**src/rtl/phase_align_pkg.sv**
```systemverilog
package phase_align_pkg;

  typedef enum logic [1:0] {
    ST_IDLE    = 2'd0,
    ST_PULSE   = 2'd1,
    ST_SETTLE  = 2'd2,
    ST_MEASURE = 2'd3
  } alignState_t;

  // strobes from control to datapath
  typedef struct packed {
    logic clrCyc;
    logic incCyc;
    logic clrStrb;
    logic incStrb;
    logic clrTry;
    logic incTry;
    logic storeCal;
    logic loadExt;
  } dpCtl_t;

  // status from datapath to control
  typedef struct packed {
    logic cycLast;
    logic settleLast;
    logic phaseMatch;
    logic triesLast;
  } dpSts_t;

endpackage

```
**src/rtl/phase_align_dp.sv**
```systemverilog
module phase_align_dp
  import phase_align_pkg::*;
#(
  parameter int PHASE_W        = 2,
  parameter int RST_CYCLES     = 4,
  parameter int SETTLE_STROBES = 8,
  parameter int MAX_TRIES      = 64
) (
  input  logic               clk,
  input  logic               rstN,
  input  dpCtl_t             ctl,
  input  logic [PHASE_W-1:0] divCount,
  input  logic [PHASE_W-1:0] phaseIn,
  output dpSts_t             sts,
  output logic [PHASE_W-1:0] storedPhase
);

  localparam int CYC_W  = $clog2(RST_CYCLES + 1);
  localparam int STRB_W = $clog2(SETTLE_STROBES + 1);
  localparam int TRY_W  = $clog2(MAX_TRIES + 1);

  logic [CYC_W-1:0]  cycCnt;
  logic [STRB_W-1:0] strbCnt;
  logic [TRY_W-1:0]  tryCnt;

  always_ff @(posedge clk) begin
    if (!rstN) begin
      cycCnt <= '0;
    end else if (ctl.clrCyc) begin
      cycCnt <= '0;
    end else if (ctl.incCyc) begin
      cycCnt <= cycCnt + 1'b1;
    end
  end

  always_ff @(posedge clk) begin
    if (!rstN) begin
      strbCnt <= '0;
    end else if (ctl.clrStrb) begin
      strbCnt <= '0;
    end else if (ctl.incStrb) begin
      strbCnt <= strbCnt + 1'b1;
    end
  end

  always_ff @(posedge clk) begin
    if (!rstN) begin
      tryCnt <= '0;
    end else if (ctl.clrTry) begin
      tryCnt <= '0;
    end else if (ctl.incTry) begin
      tryCnt <= tryCnt + 1'b1;
    end
  end

  always_ff @(posedge clk) begin
    if (!rstN) begin
      storedPhase <= '0;
    end else if (ctl.storeCal) begin
      storedPhase <= divCount;
    end else if (ctl.loadExt) begin
      storedPhase <= phaseIn;
    end
  end

  always_comb begin
    sts.cycLast    = (cycCnt == CYC_W'(RST_CYCLES - 1));
    sts.settleLast = (strbCnt == STRB_W'(SETTLE_STROBES - 1));
    sts.phaseMatch = (divCount == storedPhase);
    sts.triesLast  = (tryCnt == TRY_W'(MAX_TRIES - 1));
  end


  try_bound_chk: assert property (@(posedge clk) disable iff (!rstN)
    tryCnt <= TRY_W'(MAX_TRIES - 1));


  settle_bound_chk: assert property (@(posedge clk) disable iff (!rstN)
    strbCnt <= STRB_W'(SETTLE_STROBES));


  cyc_bound_chk: assert property (@(posedge clk) disable iff (!rstN)
    cycCnt <= CYC_W'(RST_CYCLES));

endmodule

```
**src/rtl/phase_align_fsm.sv**
```systemverilog
module phase_align_fsm
  import phase_align_pkg::*;
(
  input  logic   clk,
  input  logic   rstN,
  input  logic   startReq,
  input  logic   calMode,
  input  logic   refStrobe,
  input  logic   phaseLoad,
  input  dpSts_t sts,
  output dpCtl_t ctl,
  output logic   divReset,
  output logic   busy,
  output logic   done,
  output logic   error
);

  alignState_t state, stateNext;
  logic calLat;
  logic setDone, setErr, startAcc;

  always_comb begin
    ctl       = '0;
    stateNext = state;
    setDone   = 1'b0;
    setErr    = 1'b0;
    startAcc  = 1'b0;
    unique case (state)
      ST_IDLE: begin
        ctl.loadExt = phaseLoad;
        if (startReq) begin
          startAcc   = 1'b1;
          ctl.clrCyc = 1'b1;
          ctl.clrTry = 1'b1;
          stateNext  = ST_PULSE;
        end
      end
      ST_PULSE: begin
        ctl.incCyc = 1'b1;
        if (sts.cycLast) begin
          ctl.clrStrb = 1'b1;
          stateNext   = ST_SETTLE;
        end
      end
      ST_SETTLE: begin
        if (refStrobe) begin
          ctl.incStrb = 1'b1;
          if (sts.settleLast) stateNext = ST_MEASURE;
        end
      end
      ST_MEASURE: begin
        if (refStrobe) begin
          if (calLat) begin
            ctl.storeCal = 1'b1;
            setDone      = 1'b1;
            stateNext    = ST_IDLE;
          end else if (sts.phaseMatch) begin
            setDone   = 1'b1;
            stateNext = ST_IDLE;
          end else if (sts.triesLast) begin
            setErr    = 1'b1;
            stateNext = ST_IDLE;
          end else begin
            ctl.incTry = 1'b1;
            ctl.clrCyc = 1'b1;
            stateNext  = ST_PULSE;
          end
        end
      end
      default: stateNext = ST_IDLE;
    endcase
  end

  always_ff @(posedge clk) begin
    if (!rstN) begin
      state  <= ST_IDLE;
      calLat <= 1'b0;
      done   <= 1'b0;
      error  <= 1'b0;
    end else begin
      state <= stateNext;
      if (startAcc) begin
        calLat <= calMode;
        done   <= 1'b0;
        error  <= 1'b0;
      end else begin
        if (setDone) done  <= 1'b1;
        if (setErr)  error <= 1'b1;
      end
    end
  end

  assign divReset = (state == ST_PULSE);
  assign busy     = (state != ST_IDLE);


  done_err_excl_chk: assert property (@(posedge clk) disable iff (!rstN)
    !(done && error));


  err_quiet_chk: assert property (@(posedge clk) disable iff (!rstN)
    error |-> !divReset);


  done_hold_chk: assert property (@(posedge clk) disable iff (!rstN)
    (done && !busy && !startReq) |=> done);


  busy_start_chk: assert property (@(posedge clk) disable iff (!rstN)
    $rose(busy) |-> $past(startReq));

endmodule

```
**src/rtl/phase_align_ctrl.sv**
```systemverilog
module phase_align_ctrl
  import phase_align_pkg::*;
#(
  parameter int PHASE_W        = 2,
  parameter int RST_CYCLES     = 4,
  parameter int SETTLE_STROBES = 8,
  parameter int MAX_TRIES      = 64
) (
  input  logic               clk,
  input  logic               rstN,
  input  logic               startReq,
  input  logic               calMode,
  input  logic               refStrobe,
  input  logic [PHASE_W-1:0] divCount,
  input  logic               phaseLoad,
  input  logic [PHASE_W-1:0] phaseIn,
  output logic               divReset,
  output logic [PHASE_W-1:0] storedPhase,
  output logic               busy,
  output logic               done,
  output logic               error
);

  localparam int LEN_W = $clog2(RST_CYCLES + 1) + 1;

  dpCtl_t ctl;
  dpSts_t sts;

  phase_align_fsm i_fsm (
    .clk      (clk),
    .rstN     (rstN),
    .startReq (startReq),
    .calMode  (calMode),
    .refStrobe(refStrobe),
    .phaseLoad(phaseLoad),
    .sts      (sts),
    .ctl      (ctl),
    .divReset (divReset),
    .busy     (busy),
    .done     (done),
    .error    (error)
  );

  phase_align_dp #(
    .PHASE_W       (PHASE_W),
    .RST_CYCLES    (RST_CYCLES),
    .SETTLE_STROBES(SETTLE_STROBES),
    .MAX_TRIES     (MAX_TRIES)
  ) i_dp (
    .clk        (clk),
    .rstN       (rstN),
    .ctl        (ctl),
    .divCount   (divCount),
    .phaseIn    (phaseIn),
    .sts        (sts),
    .storedPhase(storedPhase)
  );

  // pulse length monitor for the checks below
  logic [LEN_W-1:0] pulseLen;
  always_ff @(posedge clk) begin
    if (!rstN) pulseLen <= '0;
    else if (divReset) pulseLen <= pulseLen + 1'b1;
    else pulseLen <= '0;
  end


  pulse_len_chk: assert property (@(posedge clk) disable iff (!rstN)
    $fell(divReset) |-> (pulseLen == LEN_W'(RST_CYCLES)));


  ext_load_chk: assert property (@(posedge clk) disable iff (!rstN)
    (!busy && phaseLoad) |=> (storedPhase == $past(phaseIn)));


  busy_keep_chk: assert property (@(posedge clk) disable iff (!rstN)
    (busy && $past(busy) && !$past(done) && !$rose(done)) |-> $stable(storedPhase) || $rose(done));

endmodule

```
**config.mk**
```make
export PLATFORM = sky130hd
export DESIGN_NAME = phase_align_ctrl
export DESIGN_NICKNAME = d
export VERILOG_FILES = /design/src/rtl/phase_align_pkg.sv /design/src/rtl/phase_align_dp.sv /design/src/rtl/phase_align_fsm.sv /design/src/rtl/phase_align_ctrl.sv
export SDC_FILE = /design/constraint.sdc
export NUM_CORES = 1
export LEC_CHECK = 0
export ABC_AREA = 1
export BUFFER_PORTS_ARGS = -buffer_cell sky130_fd_sc_hd__buf_2
export CORE_ASPECT_RATIO = 1.4
export CORE_MARGIN = 2
export CORE_UTILIZATION = 55
export CTS_CLUSTER_DIAMETER = 50
export DETAILED_ROUTE_END_ITERATION = 8
export PLACE_DENSITY_LB_ADDON = 0.05
export SLEW_MARGIN = 20
export SYNTH_ARGS = -nofsm -noshare
export SYNTH_HDL_FRONTEND = slang
export SYNTH_SLANG_ARGS = --single-unit
export TNS_END_PERCENT = 5
```
**constraint.sdc**
```tcl
create_clock -name clk -period 1.4 [get_ports clk]
set_clock_uncertainty 0.05 [all_clocks]
set_input_delay 0.28 -clock clk [delete_from_list [all_inputs] [get_ports clk]]
set_output_delay 0.28 -clock clk [all_outputs]
set_load 0.05 [all_outputs]
```
* After elaboration in Yosys (flattened, before gate mapping) *
Cells that the tools add are included.

storage, ports and cells
  logic and storage cells = 66
  input bits = 10
  output and inout port bits = 6
  flip-flop bits (word level) = 21

operators by class
  bitwise gates (word level) = 1
  muxes and demuxes = 35
  equality and inequality tests = 12
  reductions and logical operators = 7
  $add $sub $neg = 3

operators by type and width
  kind                                                                    number
  2-bit two-way mux                                                       12
  1-bit two-way mux                                                       21
  2-bit case mux with 4 select lines                                      1
  7-bit by 1-bit adder with 7-bit output (second input constant)          1
  7-bit by 6-bit equality test with 1-bit output (second input constant)  1
  2-bit != test (second input constant)                                   3
  2-bit OR reduction                                                      3
  5-bit AND reduction                                                     1
  4-bit by 1-bit adder with 4-bit output (second input constant)          1
  2-bit equality test (second input constant)                             2
  4-bit by 3-bit equality test with 1-bit output (second input constant)  1
  2-bit by 1-bit != test with 1-bit output (second input constant)        2
  2-bit nonzero test                                                      2
  3-bit by 1-bit adder with 3-bit output (second input constant)          1
  3-bit by 2-bit equality test with 1-bit output (second input constant)  1
  2-bit by 1-bit equality test with 1-bit output (second input constant)  1
  2-bit equality test                                                     1
  2-bit zero test                                                         1
  1-bit case mux with 2 select lines                                      1
  1-bit inverter                                                          1

* Logic depth before layout (Yosys ltp) *
  depth after elaboration = 7
  gate-level depth with buffers = 9
  gate-level depth less buffers = 9

* Modules after synthesis *
A second synthesis with hierarchy kept.

unflattened totals
  cells, all modules = 165
  area total of the unflattened synthesis = 1201.2 um^2

modules (own cells, without submodules)
  module           cells an instance  seq. area each (um^2)  times used  area an instance (um^2)
  phase_align_dp   102                320.3                  1           790.8
  phase_align_fsm  63                 100.1                  1           410.4

* Least setup slack after synthesis *
No wires, ideal clock.

  path kind = reg2reg
  start point = register i_fsm.state[1]
  end point = register i_dp.strbCnt[3]
  cell stages (with the launch flop) = 6
  setup time = 127 ps
  setup slack = -200 ps
  period minus slack after synthesis = 1600 ps
  data required time = 1223 ps
  arrival time = 1424 ps
  path buffers = 0
  cell sequence = dfxtp_1 -> inv_1 -> ha_1 -> inv_1 -> o21ai_1 -> nor3b_1

on the way
  longest elaborated chain between the ends = 3
  elaborated cells on any way between the ends = 5
  classes of those cells = eq/ne: 2; mux: 2; reduce/logical: 1

ends and longest elaborated chain
  item                                            line                    source
  from (decl)                                     phase_align_fsm.sv:18   alignState_t state, stateNext;
  from (signal assigned)                          phase_align_fsm.sv:81   state <= stateNext;
  2-bit by 1-bit equality test with 1-bit output  -
  net divReset                                    phase_align_ctrl.sv:17  output logic divReset,
  2-bit two-way mux                               phase_align_fsm.sv:28   unique case (state)
  2-bit OR reduction (no line)                    -
  to (signal assigned)                            phase_align_dp.sv:42    strbCnt <= strbCnt + 1'b1;
  to (decl)                                       phase_align_dp.sv:23    logic [STRB_W-1:0] strbCnt;

The timed path passes the listed nets, and every way through them passes these cells.
A chain may end at the register's enable or synchronous reset.

* Final worst setup path *
  start point = register i_fsm.state[0]
  end point = output port divReset

on the way
  longest elaborated chain between the ends = 1

ends and longest elaborated chain
  item                                            line                    source
  2-bit by 1-bit equality test with 1-bit output  phase_align_fsm.sv:93   assign divReset = (state == ST_PULSE);
  to (decl)                                       phase_align_ctrl.sv:17

No other way between the ends.

==> impl_metrics.ini <==
[run_status]
outcome = finished, violations left
violations = setup timing

[timing]
clock.fmax_ghz = 0.6808
setup_viol = 3
setup_tns_ns = -0.1260
timing.hold.ws_ns = 0.1810
worst_pin_slew_ns = 0.2842
post-route-period-util = 1.049
fin_ws_ns = -0.06883
hold_viol_final = 0
slew_headroom = 0.8092
rsz0062_at_grt = true
slew_violations = 0
fin_crit_ns = 1.469

[layout]
stdcell_count = 208
insertedDiodeCount = 0
area_growth_pct = 28.48
final_cell_area_um2 = 1468
drive_above_1_share = 0.3369
nNetsFinal = 207

[floorplan]
die-area_um2 = 2463
core_region_area_um2 = 1973
die_h_um = 57.93
rows = 19
chipWidth_um = 42.52
initial_core_util = 0.5789
pin_count = 16

[setup_path]
cp_cell_sequence = buf_12, ha_4, buf_8
r2r-end = i_fsm.state[0]
rr_worst_depth = 8
r2r_start = i_fsm.state[0]
reg2reg_slack_ns = 0
crit_path_top_delay_cell = dfxtp_4
cp_num_cells = 3
cp.required_ns = 1.07
crit_fanout = 4
critPathLaunch = i_fsm.state[0]
worst-path-buf-inv = 2
crit_end = divReset
path_class = reg2out
crit_family = flip-flops
arrival_ns = 1.14
start_kind = flip-flop
max_stage_delay_ns = 0.39
endpoint_kind = output port

[logic_synthesis]
yosysTopAreaCell = dfxtp_1
yosysWarnings = 0
avgSynthCellArea_um2 = 7.230
syn-cell-area_um2 = 1142
syn_nets = 177
yosys-top-cells-area = dfxtp_1, nand2_1, ha_1
syn_inst = 158
synth_cell_types = 23
synth_top_area_frac = 0.3680
ys_ff_latch = 21
ys_seq_area_frac = 0.3680

[drt]
ant_nets = 0
initialDrtViolationCount = 22
avgViaCountPerCell = 5.173
route.met3.wl_um = 77
drc = 0
wl_um = 2337
vias = 1076
highest_layer = met4
met1Wirelength_um = 972
dr.pass1.iters = 4
route.met2.wl_um = 1235
routedWlPerCell_um = 11.24

[power]
vdd_ir_drop_max_mv = 1.121
p_leak_nw = 0.6440
powerDensity_nw_per_um2 = 1518

[global_routing]
antenna_found_initial = 0
overflow = 0
grt_util_all_layers = 0.2003
grt_pass1_wl_um = 3857
grt_pass1_vias = 1007
grt_start_max_net_pins = 12

[placement]
gp_congestion = 0.8683
placed_cells = 202
placed_cell_area_um2 = 1311
dp_hpwl_um = 1763
port_buffers = 15

[hold_path]
hold-path-cell-count = 3
min_path_type = in2reg

[cts]
cts_root_buf = clkbuf_4
path_clk_slew_ns = 0.12
htreeDepth = 1
cts_tree = built
clock_latency_ns = 0.31
cts_buffers = 3
clock-sinks = 21
cts_buffer_depth = 2

[flow_run]
maxCapViolCount = 0
## area by class of cell
| class | instances | area (um2) |
|---|---|---|
| fillers | 173 | 505.5 |
| clock buffers | 4 | 26.28 |
| multi-input cells | 111 | 693.2 |
| repair buffers | 25 | 182.7 |
| flip-flops and latches | 21 | 431.7 |
| inverters | 26 | 107.6 |
| well taps | 21 | 26.28 |
## tightest hold or removal path, cell delays in order
cell,delay [ns]
buf_2,0.10
inv_1,0.06
a211oi_1,0.06
## registers in the layout, indices dropped and copies added, names as in the netlist
signal	cells
i_dp.storedPhase	2
i_fsm.state	2
i_fsm.calLat	1
i_dp.cycCnt	3
i_dp.tryCnt	7
i_fsm.error	1
i_fsm.done	1
i_dp.strbCnt	4
## worst min path at each step
stage | start | to | slack, ns
2_1_floorplan | rstN | i_fsm.state[0] | 0.37
3_3_place_gp | i_dp.tryCnt[6] | i_dp.tryCnt[6] | 0.40
6_report | divCount[0] | i_dp.storedPhase[0] | 0.18
4_1_cts | divCount[0] | i_dp.storedPhase[0] | 0.17
5_1_grt | divCount[0] | i_dp.storedPhase[0] | 0.20
3_5_place_dp | i_dp.tryCnt[6] | i_dp.tryCnt[6] | 0.40
## cell usage after synthesis (all sizes together)
library cell,number
nor3,1
nand3,5
a31oi,2
nor3b,1
o21ai,11
dfxtp,21
nand2,42
xor2,4
nand4,2
a211oi,2
xnor2,1
a21boi,1
nor2,15
inv,26
a21oi,14
mux2i,1
ha,9
## through the flow
stage | worst slack [ns] | util | power (W)
finish | -0.06883 | 0.7438 | 0.002228
global route | -0.09367 | 0.7438 | 0.002374
CTS | -0.06395 | 0.7159 | 0.002139
detailed placement | -0.1003 | 0.6646 | 0.001616
global placement | -0.04165 | 0.6646 | 0.001591
floorplan | -0.02526 | - | 0.001392
## report_power, final
part	leakage, nW	total (W)	internal (W)	switching, W
Combinational	0.456	0.00117	0.000500	0.000666
Clock	0.0150	0.000299	0.000111	0.000187
Sequential	0.173	0.000763	0.000688	0.0000757
## per-layer routing
metal  track usage  vias to the layer above
met2        0.3692                       32
met5             0                        -
met1        0.2303                      474
li1              -                      561
met4       0.08929                        0
met3       0.01869                        9
## cell families after synthesis
family                   count (synthesis)  synth area share
AND/OR/NAND/NOR                         66            0.2574
AO/OA/AOI/OAI                           30            0.1435
buffers and inverters                   26           0.08543
flip-flops                              21            0.3680
adder cells (fa/ha/maj)                  9           0.09858
XOR/XNOR                                 5           0.03833
multiplexers                             1          0.008763
## layout by cell type (no fill, tap or decap), types with 2 or more instances in the layout
cell,count
buf_8,2
nor2_1,12
dfxtp_2,3
inv_2,5
inv_1,17
dfxtp_1,16
nor2_2,2
nand2_1,36
a211oi_1,2
a21oi_2,5
nand3_1,5
dfxtp_4,2
ha_4,2
o21ai_0,5
xor2_1,4
ha_1,4
a21oi_1,9
ha_2,3
nand2_2,5
clkbuf_4,3
buf_2,13
a31oi_1,2
o21ai_1,5
inv_4,4
buf_4,9
## repair_timing
action,CTS,global route
setup endpoints to repair,17,17
gates resized for setup,15,22
setup buffers,2,0
hold buffers,0,0
hold endpoints to repair,0,0
pin swaps,3,4
(Power assumes the default switching activity.)
